==> src/rtl/evt_mon_pkg.sv <==
package evt_mon_pkg;

    // event and select geometry
    localparam int EVT_PORTS  = 10;
    localparam int NUM_EVT    = 2 * EVT_PORTS;
    localparam int SEL_W      = 5;
    localparam logic [SEL_W-1:0] SEL_IDLE = 5'h1F;

    // register layout: counter at base + stride*k, select just above it
    localparam int CTR_BASE   = 8;
    localparam int REG_STRIDE = 8;
    localparam int SEL_OFS    = 4;

    // downstream ports in code order
    typedef enum logic [3:0] {
        PORT_APB, PORT_FASTPERI, PORT_SRAM5, PORT_SRAM4, PORT_SRAM3,
        PORT_SRAM2, PORT_SRAM1, PORT_SRAM0, PORT_XIP, PORT_ROM
    } port_e;

    // kind of register an access lands on
    typedef enum logic [1:0] {
        ACC_NONE,
        ACC_CTR,
        ACC_SEL
    } acc_e;

    // decoded bus access
    typedef struct packed {
        acc_e       kind;
        logic [7:0] idx;
    } acc_t;

    // code for a port: even = contested, odd = any access
    function automatic logic [SEL_W-1:0] evt_code(port_e p, logic contested);
        return {p, ~contested};
    endfunction

    function automatic int ctr_offset(int k);
        return CTR_BASE + k * REG_STRIDE;
    endfunction

    function automatic int sel_offset(int k);
        return CTR_BASE + k * REG_STRIDE + SEL_OFS;
    endfunction

endpackage

==> src/rtl/evt_mon_ctr.sv <==
module evt_mon_ctr
    import evt_mon_pkg::*;
#(
    parameter int CTR_W   = 24,
    parameter int NUM_EVT = evt_mon_pkg::NUM_EVT
) (
    input  logic             clk,
    input  logic             rst,
    input  logic             clr,
    input  logic [SEL_W-1:0] sel,
    input  logic [NUM_EVT-1:0] evt,
    output logic [CTR_W-1:0] cnt
);

    localparam logic [CTR_W-1:0] CTR_MAX = {CTR_W{1'b1}};

    logic hit;

    // pick the selected pulse; out-of-range codes match nothing
    always_comb begin
        hit = 1'b0;
        for (int i = 0; i < NUM_EVT; i++) begin
            if (sel == SEL_W'(i)) hit = evt[i];
        end
    end

    always_ff @(posedge clk) begin
        if (rst) begin
            cnt <= '0;
        end else if (clr) begin
            cnt <= '0;
        end else if (hit && (cnt != CTR_MAX)) begin
            cnt <= cnt + 1'b1;
        end
    end

    AST_CLR_WINS: assert property (@(posedge clk) disable iff (rst)
        clr |=> (cnt == '0));

    AST_NO_WRAP: assert property (@(posedge clk) disable iff (rst)
        ((cnt == CTR_MAX) && !clr) |=> (cnt == CTR_MAX));

    AST_STEP_ONE: assert property (@(posedge clk) disable iff (rst)
        !clr |=> ((cnt == $past(cnt)) || (cnt == $past(cnt) + CTR_W'(1))));

    AST_IDLE_CODE: assert property (@(posedge clk) disable iff (rst)
        ((sel >= SEL_W'(NUM_EVT)) && !clr) |=> $stable(cnt));

endmodule

==> src/rtl/evt_mon_regif.sv <==
module evt_mon_regif
    import evt_mon_pkg::*;
#(
    parameter int NUM_CTR = 4,
    parameter int CTR_W   = 24,
    parameter int ADDR_W  = 12,
    parameter int DATA_W  = 32
) (
    input  logic                          clk,
    input  logic                          rst,
    input  logic                          psel,
    input  logic                          penable,
    input  logic                          pwrite,
    input  logic [ADDR_W-1:0]             paddr,
    input  logic [DATA_W-1:0]             pwdata,
    input  logic [NUM_CTR-1:0][CTR_W-1:0] cnt_all,
    output logic [DATA_W-1:0]             prdata,
    output logic [NUM_CTR-1:0][SEL_W-1:0] sel_all,
    output logic [NUM_CTR-1:0]            clr_vec
);

    localparam int SPAN_END = CTR_BASE + NUM_CTR * REG_STRIDE;
    localparam int IDX_W    = (NUM_CTR > 1) ? $clog2(NUM_CTR) : 1;

    logic              wr_en;
    logic [ADDR_W-1:0] off;
    acc_t              acc;
    logic [IDX_W-1:0]  idx;
    logic              unused_wdata;

    assign unused_wdata = ^pwdata[DATA_W-1:SEL_W];
    assign wr_en = psel && penable && pwrite;
    assign off   = paddr - ADDR_W'(CTR_BASE);
    assign idx   = IDX_W'(off >> 3);

    // address decode
    always_comb begin
        acc.kind = ACC_NONE;
        acc.idx  = 8'(idx);
        if ((paddr >= ADDR_W'(CTR_BASE)) && (paddr < ADDR_W'(SPAN_END)) &&
            (paddr[1:0] == 2'b00)) begin
            acc.kind = off[2] ? ACC_SEL : ACC_CTR;
        end
    end

    // select registers and clear strobes
    for (genvar k = 0; k < NUM_CTR; k++) begin : g_reg
        logic hit_k;
        assign hit_k      = wr_en && (idx == IDX_W'(k));
        assign clr_vec[k] = hit_k && (acc.kind == ACC_CTR);

        always_ff @(posedge clk) begin
            if (rst) begin
                sel_all[k] <= SEL_IDLE;
            end else if (hit_k && (acc.kind == ACC_SEL)) begin
                sel_all[k] <= pwdata[SEL_W-1:0];
            end
        end

        AST_SEL_LOAD: assert property (@(posedge clk) disable iff (rst)
            (wr_en && (paddr == ADDR_W'(sel_offset(k))))
            |=> (sel_all[k] == $past(pwdata[SEL_W-1:0])));
    end

    // read mux, zero-extended
    always_comb begin
        prdata = '0;
        case (acc.kind)
            ACC_CTR: prdata = DATA_W'(cnt_all[idx]);
            ACC_SEL: prdata = DATA_W'(sel_all[idx]);
            default: prdata = '0;
        endcase
    end

endmodule

==> src/rtl/evt_mon.sv <==
module evt_mon
    import evt_mon_pkg::*;
#(
    parameter int NUM_CTR = 4,
    parameter int CTR_W   = 24,
    parameter int ADDR_W  = 12,
    parameter int DATA_W  = 32
) (
    input  logic                      clk,
    input  logic                      rst,
    input  logic                      psel,
    input  logic                      penable,
    input  logic                      pwrite,
    input  logic [ADDR_W-1:0]         paddr,
    input  logic [DATA_W-1:0]         pwdata,
    output logic [DATA_W-1:0]         prdata,
    output logic                      pready,
    output logic                      pslverr,
    input  logic [NUM_EVT-1:0]        evt_i
);

    logic [NUM_CTR-1:0][CTR_W-1:0] cnt_all;
    logic [NUM_CTR-1:0][SEL_W-1:0] sel_all;
    logic [NUM_CTR-1:0]            clr_vec;

    assign pready  = 1'b1;
    assign pslverr = 1'b0;

    evt_mon_regif #(
        .NUM_CTR (NUM_CTR),
        .CTR_W   (CTR_W),
        .ADDR_W  (ADDR_W),
        .DATA_W  (DATA_W)
    ) regif_i (
        .clk     (clk),
        .rst     (rst),
        .psel    (psel),
        .penable (penable),
        .pwrite  (pwrite),
        .paddr   (paddr),
        .pwdata  (pwdata),
        .cnt_all (cnt_all),
        .prdata  (prdata),
        .sel_all (sel_all),
        .clr_vec (clr_vec)
    );

    for (genvar k = 0; k < NUM_CTR; k++) begin : g_ctr
        evt_mon_ctr #(
            .CTR_W   (CTR_W),
            .NUM_EVT (NUM_EVT)
        ) ctr_i (
            .clk (clk),
            .rst (rst),
            .clr (clr_vec[k]),
            .sel (sel_all[k]),
            .evt (evt_i),
            .cnt (cnt_all[k])
        );
    end

endmodule

==> config.mk <==
export PLATFORM = sky130hd
export DESIGN_NAME = evt_mon
export DESIGN_NICKNAME = d
export VERILOG_FILES = /design/src/rtl/evt_mon_pkg.sv /design/src/rtl/evt_mon_ctr.sv /design/src/rtl/evt_mon_regif.sv /design/src/rtl/evt_mon.sv
export SDC_FILE = /design/constraint.sdc
export NUM_CORES = 1
export LEC_CHECK = 0
export BUFFER_PORTS_ARGS = -buffer_cell sky130_fd_sc_hd__buf_2
export CAP_MARGIN = 15
export CORE_ASPECT_RATIO = 1.4
export CORE_MARGIN = 3
export CORE_UTILIZATION = 64
export CTS_CLUSTER_SIZE = 28
export DETAILED_ROUTE_END_ITERATION = 7
export GPL_ROUTABILITY_DRIVEN = 0
export PLACE_DENSITY = 0.91
export SLEW_MARGIN = 20
export SYNTH_ARGS = -nofsm -noshare
export SYNTH_HDL_FRONTEND = slang
export SYNTH_SLANG_ARGS = --single-unit
export TNS_END_PERCENT = 10
==> constraint.sdc <==
create_clock -name clk -period 16 [get_ports clk]
set_input_delay 4.8 -clock clk [delete_from_list [all_inputs] [get_ports clk]]
set_output_delay 4.8 -clock clk [all_outputs]
set_load 0.005 [all_outputs]
Word level (Yosys, flattened, before mapping) --
Cells that the tools add are included.
Word-level totals: register bits 116, bits in latches 0, memory bits (writable) 0, ROM bits 0, input port bits 69, output and inout port bits 34, logic and storage cells 218, memories 0
Operators by class: add/subtract/negate cells 5, $mul 0, divide/modulo/power cells 0, order comparisons 3, eq/ne operators 85, shift operators 0, muxes and demuxes 87, bitwise logic cells 0, reductions and logical operators 30
Operators by type and width (number):
- $eq 5x4->1 const B | 32
- $add 24x1->24 const B | 4
- $ne 24x24->1 const B | 4
- $eq 5x3->1 const B | 16
- $eq 5x5->1 const B | 16
- $mux 1 | 80
- $bmux 24 s2 | 1
- $pmux 24 s2 | 1
- $eq 5x2->1 const B | 8
- $mux 24 | 1
- $eq 5x1->1 const B | 4
- $logic_and 1x1->1 | 20
- $logic_not 5->1 | 4
- $ge 12x4->1 const B | 1
- $lt 12x6->1 const B | 1
- $bmux 5 s2 | 1
- $reduce_or 2->1 | 4
- $eq 2x2->1 const B | 3
- $mux 5 | 1
- $sub 5x4->5 const B | 1
- $eq 2x1->1 const B | 2
- $logic_not 2->1 | 2
- $mux 2 | 2
- $lt 2x3->1 const B | 1

Logic depth before layout (Yosys ltp) --
Gate-level depths: netlist of run 1.
depth in word-level cells 22, mapped depth 11, depth with buffers taken out 8

Cells and area by module --
A second synthesis of run 1 with hierarchy kept.
Second synthesis, totals: cells, all modules 1008, area, all modules 8649.5 µm²
By module, submodules not included:
- evt_mon_ctr | times used 4, cells an instance 204, area each 1680.4 µm², seq. area each 480.5 µm²
- evt_mon_regif | times used 1, cells an instance 188, area each 1905.6 µm², seq. area each 400.4 µm²
- evt_mon | times used 1, cells an instance 4, area each 22.5 µm², seq. area each 0.0 µm²

Worst setup path before layout of run 1 --
No wires, ideal clock.
path type in2out, start point input port paddr[3], end point output port prdata[2], arrival time 7107 ps, required time 11200 ps, slack 4093 ps, cell stages on the path 9, buffers on the path 4, cells stage by stage clkbuf_1 > clkbuf_1 > inv_1 > ha_1 > clkbuf_1 > clkbuf_1 > mux4_2 > mux2i_1 > nor2_1
On the way: longest elaborated chain between the ends 6, elaborated cells between the ends (all ways) 13, classes of those cells add/sub (1); order compare (2); eq/ne (2); mux (6); reduce/logical (2)
RTL lines:
- start: declaration | RTL line evt_mon.sv:14 | input logic [ADDR_W-1:0] paddr,
- $ge 12x4->1 or $lt 12x6->1 (tied branches) | RTL line evt_mon_regif.sv:40 | if ((paddr >= ADDR_W'(CTR_BASE)) && (paddr < ADDR_W'(SPAN_END)) &&
- $logic_and 1x1->1 (2 in a row) | RTL line evt_mon_regif.sv:40
- $mux 2 | RTL line evt_mon_regif.sv:40
- $eq 2x2->1 or $eq 2x1->1 (tied branches) | RTL line evt_mon_regif.sv:68 | case (acc.kind)
- $pmux 24 s2 * | RTL line evt_mon_regif.sv:68
- end: declaration | RTL line evt_mon.sv:16 | output logic [DATA_W-1:0] prdata,
Mark *: on every way between the ends. The rest lies on a longest branch, timed or not. The select of a mux whose other input is x is not followed.

Final worst setup path of run 1 --
start point input port paddr[3], end point output port prdata[23]
The elaborated chain is that of the path after synthesis.

==> results of run 1 <==
## cells in the final DEF, fill, tap and decap left out, drive strengths merged, types with 18 or more instances in the layout
master	netlist	layout
a21oi	61	61
and2	26	26
and3	26	26
buf	46	73
clkbuf	23	21
dfxtp	116	116
inv	24	24
mux2i	26	26
mux4	33	33
nand2	74	74
nand2b	18	18
nand3	55	55
nand4	32	32
nor2	56	56
nor2b	18	18
o211ai	20	20
o21ai	56	56
or3	36	36
or4	29	29
## cells by family (layout without fill, tap and decap cells)
group                      after synthesis  count (layout)
DFF                                    116             116
AOI/OAI and AO/OA                      213             213
and+or+nand+nor                        431             431
other                                    2              10
muxes                                   62              62
adders and majority gates                8               8
xor gates and xnor gates                18              18
buffers and inverters                   93             129
## how the worst max path moves through the flow
stage | from | endpoint | slack [ns]
2_1_floorplan | paddr[3] | prdata[2] | 4.09
3_3_place_gp | paddr[3] | prdata[23] | 3.73
3_5_place_dp | paddr[3] | prdata[23] | 3.63
4_1_cts | paddr[3] | prdata[23] | 3.62
5_1_grt | paddr[3] | prdata[23] | 3.80
6_report | paddr[3] | prdata[23] | 3.98
## area by class of cell
type / instances / share of cell area (%)
timing repair buffer: 73 / 4.36
clock buffer: 21 / 4.99
inverter: 24 / 1.02
multi-input combinational: 742 / 60.0
clock inverter: 11 / 1.26
tap: 147 / 2.08
sequential: 116 / 26.3
## through the flow
| stage | setup slack (ns) | total power, mW | instance area (µm²) | util [%] |
|---|---|---|---|---|
| detailed placement | 3.63 | 0.329 | 8270 | 68.6 |
| CTS | 3.62 | 0.685 | 8820 | 73.1 |
| global route | 3.80 | 0.701 | 8830 | 73.3 |
| finish | 3.98 | 0.687 | 8830 | 73.3 |
| floorplan | 4.09 | 0.317 | 8070 | - |
| global placement | 3.73 | 0.328 | 8270 | 68.6 |
## registers in the layout (all words and copies together), names as in the netlist
register / count
g_ctr.ctr_i.cnt: 96
regif_i.sel_all: 20
## metal layers
metal	up-vias	global-route usage, %	wire length, µm
met5	-	0	0
li1	3632	-	-
met4	0	22.9	1900
met1	3785	40.4	8370
met3	147	6.39	2230
met2	554	54.1	11100
## report_power, final
| part | internal [mW] | leakage, nW | switching [mW] |
|---|---|---|---|
| Sequential | 0.289 | 0.935 | 0.0000130 |
| Combinational | 0.0129 | 1.99 | 0.0218 |
| Clock | 0.227 | 0.274 | 0.137 |
## critical path, stage by stage
cell and delay (ns):
buf_2 0.08, buf_4 0.47, inv_1 0.15, ha_2 0.81, mux4_2 0.60, and2_1 0.17
buf_2 0.12
==> summary by stage, run 1 <==
Timing
In this run the tightest slew margin relative to its limit is 29.2%. The peak clock frequency supported by timing is 83.2 MHz. For the finished layout, the period the worst path requires is 12.02 ns. The smallest hold slack is 0.494 ns. The aggregate negative setup slack is 0 ns.

Setup repair after global routing left no endpoint under its margin. Setup violations remaining at the end of the flow were counted as 0. The share of the clock period used by the worst path is 75.1%.

For the pin with the worst max-slew slack, the measured transition is 1.06 ns. The final hold violation count is 0. The final max-slew violation count is 0. The clock arrives with 0.00567 ns of skew.

Die
In this run the vertical extent of the chip is 139 µm. After floorplanning, the core was sized to cover 12100 µm². Row generation in the floorplan step produced 47 rows.

103 I/O pins were placed. The area enclosed by the die boundary is 14000 µm². The initial core utilization is 66.7%. The width of the chip is 101 µm.

Detailed routing
For this run, the detailed router's first-pass iteration total came to 5. The final antenna-violating net count is 0. The detailed-route wire length is 23600 µm. After detailed routing, the number of remaining DRC violations is 0. The routed wire length per instance is 20.8 µm. The number of violations reported at the end of detailed-routing iteration 0 is 727.

The vias per cell is 7.16. The number of vias in the routed layout is 8118.

Layout
The area taken by multi-input logic gates is 5300 µm². The count of cells in the finished layout, fillers not included, comes to 1134. After the last flow step, the layout net total stands at 1051. The layout overhead on the synthesized area is 9.82%.

The post-route netlist has 17.4% of its cells at a drive strength greater than 1. Counting the fill cells in the layout gives 867. The total area of sequential cells is 2320 µm². The number of inserted diodes is 0.

Synthesis
The number of synthesis warnings is 0. The area fraction of the dominant cell type after synthesis is 28.9%. In the synthesized netlist the dominant register cell turns out to be dfxtp_1. The synthesized netlist devotes 1.96% of its cell area to XOR and XNOR gates. The largest family of logic cells by synthesized area is simple AND/OR/NAND/NOR gates. Multiplexer cells account for 13.0% of the synthesized area. The share of synthesized cell area in and, or, nand and nor gates is 31.2%.

The sequential-to-total area share from yosys stat is 28.9%. The commonest cells after synthesis are dfxtp_1 (116), nand2_1 (71), a21oi_1 (58). Synthesis produced 943 cells. The most numerous cell in the Yosys netlist is dfxtp_1. Of all flip-flops after synthesis, the portion carrying an async set or reset was 0%.

In this run, synthesis inferred 0 flip-flops with an integrated enable. Summing the areas of all compound-gate instances in the mapped netlist gives 17.6% of the synthesized area. By area the synthesized netlist is led by dfxtp_1 (29%), mux4_2 (8.7%), a21oi_1 (3.6%). The flip-flop and latch count after synthesis is 116. A synthesized cell averages 8.53 µm². Of the total synthesized cell area, the portion taken by full adders, half adders and majority gates is 1.24%. In this run, distinct cell masters in the synthesized netlist total 93. The cell area that synthesis handed to floorplanning was 8040 µm². The largest total area in the synthesized netlist belongs to dfxtp_1.

Power and ir drop
In this run the power density over the cells is 77.8 nW/µm². VDD sags by at most 68.2 µV. The analysis attributes to cell leakage a power of 3.20 nW.

CTS
The clock net in this run drives a total of 116 sinks. The number of hold buffers added after CTS was 0. The clock insertion delay at the later pin of the skew report is 0.43 ns. Counting the buffers created by CTS gives 17. The buffer cell driving the clock tree root is clkbuf_16.

After clock tree synthesis, the clock-pin slew on the worst setup and hold paths is 0.06 ns. The number of instances resized during post-cts repair is 0. The clock tree from TritonCTS is yes. No sink is reached through more buffers than the 2 on the longest clock path. The H-tree level count is 4.

The count of buffers added by post-CTS timing repair for setup is 0.

Setup path
The cell count of the worst reg-to-reg path is 6. In this run the critical register-to-register path is launched from regif_i.sel_all[0]$_SDFFE_PP1P_. The peak fanout along the critical path is 34. The required time of the worst setup path is 11.20 ns.

The critical path startpoint category is an input port. The worst register-to-register path ends at g_ctr[0].ctr_i.cnt[23]$_SDFFE_PP0P_. Across all register-to-register paths, the minimum setup slack is 12.80 ns. The critical path class is input port to output pin. The type of destination of the critical path is an output pin. The signal arrival time at the worst endpoint is 7.22 ns.

Global routing
In the global route stage, overall resource usage came out at 33.8%. Entering global routing, the biggest net connects 36 pins. After global routing the overflow that remains totals 0. The number of global-route vias before repair was 7541. The first global-routing pass estimated 38100 µm of wire. The initial antenna violation count is 0.

Status
The run finished with clean final reports.

Worst hold path
The worst hold path belongs to the class flip-flop to flip-flop. Along the worst hold path, the cell count comes to 2. The worst hold path begins at g_ctr[2].ctr_i.cnt[22]$_SDFFE_PP0P_.

The worst min-delay path endpoint is g_ctr[2].ctr_i.cnt[22]$_SDFFE_PP0P_.

Placement
The HPWL after detailed placement is 16600 µm. The total instance count after detailed placement is 1102. The count of input and output buffers is 65.

Job
The tool flagged a number of max-cap violations equal to 0.
Power figures use the tool's default switching activity.
==> run 2: changes to the inputs <==
Settings changed: ABC_AREA set to 1, CORE_UTILIZATION 64 to 60, PLACE_DENSITY 0.91 to 0.86.
Clock period 16 ns to 11.7 ns, I/O delays scaled along.
==> summary by stage, run 2 <==
Status
Status: finished, violations left (was complete, no violations). The checks that failed: DRC.

Global routing
The initial antenna violation count came to 0 (unchanged). The overall overflow remaining after global route is 0 (unchanged). The maximum number of pins on one net before global-route repair was 58 (was 36).

The first-pass GRT wire length is 44500 µm (was 38100 µm). The total global routing track utilization is 34.4% (was 33.8%). The number of global-route vias before repair is 9303 (was 7541).

Synthesis
The number of synthesis warnings came to 0 (unchanged). The most instantiated flip-flop cell in the synthesis netlist is dfxtp_1 (unchanged). The most numerous cell in the Yosys netlist is nand2_1 (was dfxtp_1). The area of the mapped netlist is 8760 µm² (was 8040 µm²).

Biggest area contributors in the synthesized netlist: dfxtp_1 (27%), nand2_1 (11%), a21oi_1 (9.1%) (was dfxtp_1 (29%), mux4_2 (8.7%), a21oi_1 (3.6%)). The flip-flop and latch count after synthesis is 116 (unchanged). The average cell area after synthesis is 6.35 µm² (was 8.53 µm²).

The most area-hungry cell type in the Yosys netlist was dfxtp_1 (unchanged). The share of flip-flops with an asynchronous set or reset after synthesis is 0% (unchanged). Commonest cells in the netlist: nand2_1 (248), a21oi_1 (159), nand3_1 (156) (was dfxtp_1 (116), nand2_1 (71), a21oi_1 (58)). The sequential-to-total area share from yosys stat is 26.5% (was 28.9%). The gate count of the mapped netlist is 1379 (was 943). The count of flip-flops with a built-in enable after synthesis is 0 (unchanged). The number of distinct library cells after synthesis is 45 (was 93). The area fraction of the dominant cell type after synthesis is 26.5% (was 28.9%).

Setup path
The startpoint of the lowest-slack register-to-register path is g_ctr[0].ctr_i.cnt[2]$_SDFFE_PP0P_ (was regif_i.sel_all[0]$_SDFFE_PP1P_). The setup slack of the worst register-to-register path is 8.37 ns (was 12.80 ns). The worst flop-to-flop path endpoint is g_ctr[0].ctr_i.cnt[15]$_SDFFE_PP0P_ (was g_ctr[0].ctr_i.cnt[23]$_SDFFE_PP0P_). The library cell appearing most often on the critical path was buf_2 (unchanged). The required time of the worst setup path is 8.19 ns (was 11.20 ns). The cell with the biggest individual delay on the critical path is ha_1 (was ha_2). The critical path startpoint category is an input port (unchanged). CP cell instances: buf_2 > buf_4 > inv_1 > ha_1 > inv_2 > a21oi_1 > o21ai_0 > a32o_1 > buf_2 (was buf_2 > buf_4 > inv_1 > ha_2 > mux4_2 > and2_1 > buf_2). The highest cell delay on the worst timing path is 0.93 ns (was 0.81 ns). The peak fanout along the critical path is 49 (was 34).

The cell count of the worst reg-to-reg path came to 8 (was 6). The type of destination of the critical path is an output pin (unchanged). The signal arrival time at the worst endpoint is 6.63 ns (was 7.22 ns).

The critical path class is input port to output pin (unchanged).

Detailed routing
The remaining routing DRC violations came to 3 (was 0). The detailed-route wire length came to 27300 µm (was 23600 µm). The routed wire length per instance is 17.0 µm (was 20.8 µm). The number of iterations in the first detailed-routing pass is 8 (was 5). The vias per cell is 6.26 (was 7.16). The number of violations reported at the end of detailed-routing iteration 0 is 1190 (was 727). The number of vias in the routed layout came to 10.0k (was 8118). The final antenna-violating net count was 0 (unchanged).

Worst hold path
The hold path startpoint is g_ctr[2].ctr_i.cnt[23]$_SDFFE_PP0P_ (was g_ctr[2].ctr_i.cnt[22]$_SDFFE_PP0P_). The path category of the worst min-delay check is flip-flop to flip-flop (unchanged). The number of cells traversed by the worst hold path was 2 (unchanged). The worst min-delay path endpoint was g_ctr[2].ctr_i.cnt[23]$_SDFFE_PP0P_ (was g_ctr[2].ctr_i.cnt[22]$_SDFFE_PP0P_).

Timing
The clock tree skew after final layout came to 0.0107 ns (was 0.00567 ns). The minimum clock period after layout is 10.14 ns. The setup slack after layout is 1.56 ns (was 3.98 ns). The slew at the pin closest to its max-slew limit is 0.992 ns (was 1.06 ns).

The aggregate negative setup slack is 0 ns (unchanged). The final max-slew violation count is 0 (unchanged). The final hold violation count was 0 (unchanged). The peak clock frequency supported by timing is 98.6 MHz. After layout, the worst path uses 86.7% of the clock period. Unrepaired setup endpoints after global routing: no (unchanged). The total setup violations reported at the end of the flow is 0 (unchanged).

The normalized max-slew margin was 33.7% (was 29.2%).

Layout
The number of inserted diodes is 0 (unchanged). Registers with the highest flip-flop counts: g_ctr.ctr_i.cnt (96), regif_i.sel_all (20) (unchanged). The final-stage net count was 1483 (was 1051). The register containing the most flip-flops in the final layout was g_ctr.ctr_i.cnt (unchanged). The number of flip-flops in the largest register is 96 (unchanged). The layout overhead on the synthesized area is 10.6% (was 9.82%). The most frequent standard cell in the layout excluding fill and tap cells is nand2_1 (was dfxtp_1). The post-layout instance area is 9690 µm² (was 8830 µm²). Commonest cells after routing, fill and taps aside: nand2_1 (248), a21oi_1 (159), nand3_1 (156) (was dfxtp_1 (116), nand2_1 (71), buf_2 (65)). The ratio of cells with drive above 1 in the final layout is 11.3% (was 17.4%).

CTS
The count of clock tree sinks is 116 (unchanged). The number of buffers added to fix hold violations after cts is 0 (unchanged). The number of CTS-inserted buffers came to 17 (unchanged).

The clock insertion delay at the later pin of the skew report is 0.42 ns (was 0.43 ns). The number of buffers on the longest clock path came to 2 (unchanged). The number of instances resized during post-cts repair was 0 (unchanged).

The buffer cell driving the clock tree root is clkbuf_16 (unchanged). The clock edge transition at the registers on the reported setup and hold paths is 0.06 ns (about the same). The clock tree from TritonCTS is yes (unchanged). The count of buffers added by post-CTS timing repair for setup was 0 (unchanged).

The H-tree level count is 4 (unchanged).

Job
The number of violations of the max-capacitance limit is 0 (unchanged).

Placement
The count of input and output buffers came to 65 (unchanged). The HPWL after detailed placement is 19600 µm (was 16600 µm). The placed standard-cell area is 9030 µm² (was 8270 µm²). The post-placement setup slack came to 1.69 ns (was 3.63 ns).

Die
The total number of placement rows is 51 (was 47). The core area is 14100 µm² (was 12100 µm²). The total I/O pin count is 103 (unchanged). The area enclosed by the die boundary was 16100 µm² (was 14000 µm²). The width of the chip is 108 µm (was 101 µm). The die outline height is 149 µm (was 139 µm). The initial core utilization is 62.1% (was 66.7%).

Power and ir drop
The power per standard cell area came to 107 nW/µm² (was 77.8 nW/µm²). The leakage dissipation is 3.53 nW (was 3.20 nW). The worst ir drop on vdd is 99.9 µV (was 68.2 µV).
[run 2: changes by cell type after synthesis, moves of 28 or more]
cell     before  now
a21oi_1      58  159
inv_1        23  137
mux4_2       31    0
nand2_1      71  248
nand3_1      52  156
nand4_1      32   69
nor2_1       50   85
nor3_1        6   51
or3_1        36    0
or4_1        29    1
xor2_1       15   66
[run 2: layout make-up]
type | count | area (µm²)
multi-input cells | 1044 | 5520
flip-flops and latches | 116 | 2320
fillers | 1228 | 4420
clock inverters | 13 | 205
inverters | 156 | 586
clock buffers | 19 | 453
repair buffers | 71 | 370
well taps | 185 | 231
[run 2: worst max-delay path by stage]
stage               cells past startpoint  slack, ns     start        end
finish                                  9       1.56  paddr[3]  prdata[4]
global route                            9       1.29  paddr[3]  prdata[6]
CTS                                     9       1.63  paddr[3]  prdata[4]
detailed placement                      9       1.69  paddr[3]  prdata[7]
global placement                        9       1.77  paddr[3]  prdata[7]
floorplan                              10       2.93  paddr[3]  prdata[4]
[run 2: cells by family (layout without fill, tap and decap cells)]
logic type / count (synthesis) / in the layout / share of synthesized area (%)
adder cells (fa/ha/maj): 8 / 8 / 1.14
AO/OA/AOI/OAI: 269 / 269 / 16.9
AND/OR/NAND/NOR: 679 / 679 / 36.7
flip-flops: 116 / 116 / 26.5
other: 2 / 10 / 0.0857
buffers and inverters: 227 / 259 / 10.9
XOR/XNOR: 78 / 78 / 7.80
[run 2: worst max-delay path: cells and delay by family]
family	cells	cell delay (ns)
adder cells (fa/ha/maj)	1	0.93
buffers and inverters	5	1.44
AO/OA/AOI/OAI	3	0.72
[run 2: report_power, final]
group / internal (mW) / switching [mW] / total (mW)
Combinational: 0.0157 / 0.0460 / 0.0617
Clock: 0.388 / 0.196 / 0.584
Sequential: 0.395 / 0.00000937 / 0.395
Total: 0.799 / 0.242 / 1.04
[run 2: routing by layer]
layer  GRT usage [%]  vias to the layer above  wire length, µm
met5               0                        -                0
met4            24.0                        0             2200
met3            6.50                      167             2180
met2            56.0                      577            12700
met1            40.4                     4544            10200
li1                -                     4756                -
[run 2: metrics by stage]
| stage | utilization, % | power [mW] | hold slack, ns | std cells |
|---|---|---|---|---|
| after detailed placement | 64.0 | 0.462 | 0.467 | 1572 |
| final | 68.7 | 1.04 | 0.470 | 1604 |
| after global routing | 68.7 | 1.06 | 0.495 | 1604 |
| after floorplan | - | 0.438 | 0.439 | 1387 |
| after global placement | 64.0 | 0.461 | 0.451 | 1572 |
| after CTS | 68.7 | 1.04 | 0.477 | 1604 |
==> run 3: changes to the inputs <==
Settings changed: CORE_ASPECT_RATIO 1.4 to unset, CORE_UTILIZATION 60 to 45, PLACE_DENSITY 0.86 to 0.68.
==> summary by stage, run 3 (synthesized netlist as in run 2, its figures left out) <==
Timing
The clock tree skew after final layout is 0.00835 ns (was 0.0107 ns). The normalized max-slew margin is 29.1% (was 33.7%). The final hold violation count is 0 (unchanged).

The slew at the pin closest to its max-slew limit came to 1.06 ns (was 0.992 ns). The final max-slew violation count is 0 (unchanged). The total setup violations reported at the end of the flow is 0 (unchanged). The share of the clock period used by the worst path came to 86.9% (was 86.7%). The peak clock frequency supported by timing is 98.3 MHz (was 98.6 MHz). The aggregate negative setup slack is 0 ns (unchanged).

Unrepaired setup endpoints after global routing: no (unchanged). The minimum clock period after layout came to 10.17 ns (was 10.14 ns). The setup slack after layout is 1.53 ns (was 1.56 ns).

Setup path
The signal arrival time at the worst endpoint came to 6.66 ns (was 6.63 ns). The cell class contributing the biggest share of worst-path delay is buffers and inverters (unchanged). The required time of the worst setup path came to 8.19 ns (about the same). The critical path startpoint category is an input port (unchanged). The worst flop-to-flop path endpoint is g_ctr[0].ctr_i.cnt[13]$_SDFFE_PP0P_ (was g_ctr[0].ctr_i.cnt[15]$_SDFFE_PP0P_). The cell count of the worst reg-to-reg path is 8 (unchanged). The critical path depth in cells is 8 (was 9). The cell with the biggest individual delay on the critical path is ha_1 (unchanged).

The setup slack of the worst register-to-register path is 8.39 ns (was 8.37 ns). The critical path class is input port to output pin (unchanged). The startpoint of the lowest-slack register-to-register path is g_ctr[0].ctr_i.cnt[2]$_SDFFE_PP0P_ (unchanged). The number of buffer and inverter stages on the critical path was 4 (was 5).

The highest cell delay on the worst timing path is 0.97 ns (was 0.93 ns). The peak fanout along the critical path is 65 (was 49). CP cell instances: buf_2 > inv_1 > ha_1 > inv_2 > a21oi_1 > o21ai_0 > a21oi_1 > buf_2 (was buf_2 > buf_4 > inv_1 > ha_1 > inv_2 > a21oi_1 > o21ai_0 > a32o_1 > buf_2). The type of destination of the critical path is an output pin (unchanged).

Die
The core area was 18900 µm² (was 14100 µm²). The total I/O pin count was 103 (unchanged). The initial core utilization is 46.4% (was 62.1%). The area enclosed by the die boundary is 21200 µm² (was 16100 µm²).

The die outline height is 146 µm (was 149 µm). The width of the chip came to 146 µm (was 108 µm). The total number of placement rows came to 50 (was 51).

Power and ir drop
The cell internal power dissipation is 766 µW (was 799 µW). The part of the power in combinational logic was 5.9% (about the same). The clock share of power is 54.6% (was 56.1%). The share of total power in sequential cells was 39.6% (was 38.0%). The total design power is 999 µW (was 1.04 mW). The worst ir drop on vdd is 118 µV (was 99.9 µV).

The switching power total is 233 µW (was 242 µW). The fraction of power spent switching nets was 23.3% (was 23.2%). The power per standard cell area is 103 nW/µm² (was 107 nW/µm²). The leakage dissipation is 3.51 nW (was 3.53 nW).

CTS
The number of buffers added to fix hold violations after cts came to 0 (unchanged). The H-tree level count is 4 (unchanged). The number of buffers on the longest clock path was 2 (unchanged). The clock edge transition at the registers on the reported setup and hold paths is 0.05 ns (was 0.06 ns). The buffer cell driving the clock tree root is clkbuf_16 (unchanged).

The clock tree from TritonCTS is yes (unchanged). The count of buffers added by post-CTS timing repair for setup was 0 (unchanged). The number of CTS-inserted buffers is 17 (unchanged). The count of clock tree sinks is 116 (unchanged).

The clock insertion delay at the later pin of the skew report came to 0.42 ns (about the same). The number of instances resized during post-cts repair came to 0 (unchanged).

Placement
The post-placement setup slack is 1.57 ns (was 1.69 ns). The HPWL after detailed placement is 20100 µm (was 19600 µm). The count of input and output buffers is 65 (unchanged). The placed standard-cell area is 9110 µm² (was 9030 µm²).

Status
Status: complete, no violations (was finished, violations left).

Layout
The number of flip-flops in the largest register came to 96 (unchanged). Commonest cells after routing, fill and taps aside: nand2_1 (248), a21oi_1 (159), nand3_1 (156) (unchanged). The final-stage net count is 1482 (was 1483). The most frequent standard cell in the layout excluding fill and tap cells is nand2_1 (unchanged). The ratio of cells with drive above 1 in the final layout is 11.1% (was 11.3%). Registers with the highest flip-flop counts: g_ctr.ctr_i.cnt (96), regif_i.sel_all (20) (unchanged). The layout overhead on the synthesized area is 11.1% (was 10.6%). The total area of sequential cells came to 2320 µm² (unchanged). The area taken by multi-input logic gates is 5520 µm² (unchanged). The number of inserted diodes came to 0 (unchanged). The post-layout instance area is 9730 µm² (was 9690 µm²). The fill cell total of the finished layout is 1973 (was 1228). The register containing the most flip-flops in the final layout was g_ctr.ctr_i.cnt (unchanged).

Detailed routing
The met2 layer wire length in the routed design is 12000 µm (was 12700 µm). The number of violations reported at the end of detailed-routing iteration 0 is 1072 (was 1190). The number of iterations in the first detailed-routing pass is 5 (was 8). The vias per cell came to 5.73 (was 6.26). The length of routed wiring on met1 was 12400 µm (was 10200 µm). The routed wire length per instance was 16.3 µm (was 17.0 µm). The uppermost signal routing layer after detailed routing was met4 (unchanged). The remaining routing DRC violations was 0 (was 3). The detailed-route wire length came to 27300 µm (about the same). The final antenna-violating net count is 0 (unchanged). The number of vias in the routed layout was 9619 (was 10.0k). The total length of routed met3 wires was 2150 µm (was 2180 µm).

Global routing
The maximum number of pins on one net before global-route repair is 66 (was 58). The overall overflow remaining after global route is 0 (unchanged). The first-pass GRT wire length came to 44100 µm (was 44500 µm).

The number of global-route vias before repair is 8565 (was 9303). The total global routing track utilization is 24.9% (was 34.4%). The initial antenna violation count is 0 (unchanged).

Worst hold path
The hold path startpoint is g_ctr[1].ctr_i.cnt[23]$_SDFFE_PP0P_ (was g_ctr[2].ctr_i.cnt[23]$_SDFFE_PP0P_). The worst min-delay path endpoint is g_ctr[1].ctr_i.cnt[23]$_SDFFE_PP0P_ (was g_ctr[2].ctr_i.cnt[23]$_SDFFE_PP0P_). The path category of the worst min-delay check is flip-flop to flip-flop (unchanged).

The number of cells traversed by the worst hold path was 2 (unchanged).

Job
The number of violations of the max-capacitance limit came to 0 (unchanged).
==> run 3: area by class of cell <==
type                       instances  share of cell area [%]
clock buffer                      23                    5.02
tap                              260                    3.34
timing repair buffer              70                    3.73
sequential                       116                    23.9
clock inverter                     9                    1.29
inverter                         156                    6.02
multi-input combinational       1044                    56.7
==> run 3: tightest hold or removal path, delay by kind of cell, from the launching register on <==
| family | cells | cell delay [ns] |
|---|---|---|
| AO/OA/AOI/OAI | 1 | 0.05 |
| AND/OR/NAND/NOR | 1 | 0.06 |
| flip-flops | 1 | 0.30 |
==> run 3: stage by stage <==
stage / util (%) / hold WS (ns) / std cells
after floorplan: - / 0.439 / 1387
after global placement: 48.2 / 0.453 / 1646
after detailed placement: 48.2 / 0.452 / 1646
after CTS: 51.5 / 0.460 / 1678
after global routing: 51.5 / 0.478 / 1678
final: 51.5 / 0.459 / 1678
==> run 3: worst max path at each step <==
stage	start	slack, ns	endpoint
floorplan	paddr[3]	2.93	prdata[4]
global placement	paddr[3]	1.63	prdata[18]
detailed placement	paddr[3]	1.57	prdata[18]
CTS	paddr[3]	1.57	prdata[18]
global route	paddr[3]	1.15	prdata[18]
finish	paddr[3]	1.53	prdata[17]
==> run 3: layer usage <==
metal / vias up / GRT usage, %
met2: 431 / 38.1
li1: 4751 / -
met5: - / 0
met3: 62 / 4.30
met4: 0 / 8.97
met1: 4375 / 35.2
==> run 3: power by group through the flow <==
stage	logic [mW]	clock network (mW)	registers [mW]
finish	0.0585	0.545	0.395
global route	0.0641	0.567	0.395
CTS	0.0575	0.549	0.395
detailed placement	0.0572	0	0.404
global placement	0.0571	0	0.404
floorplan	0.0347	0	0.404
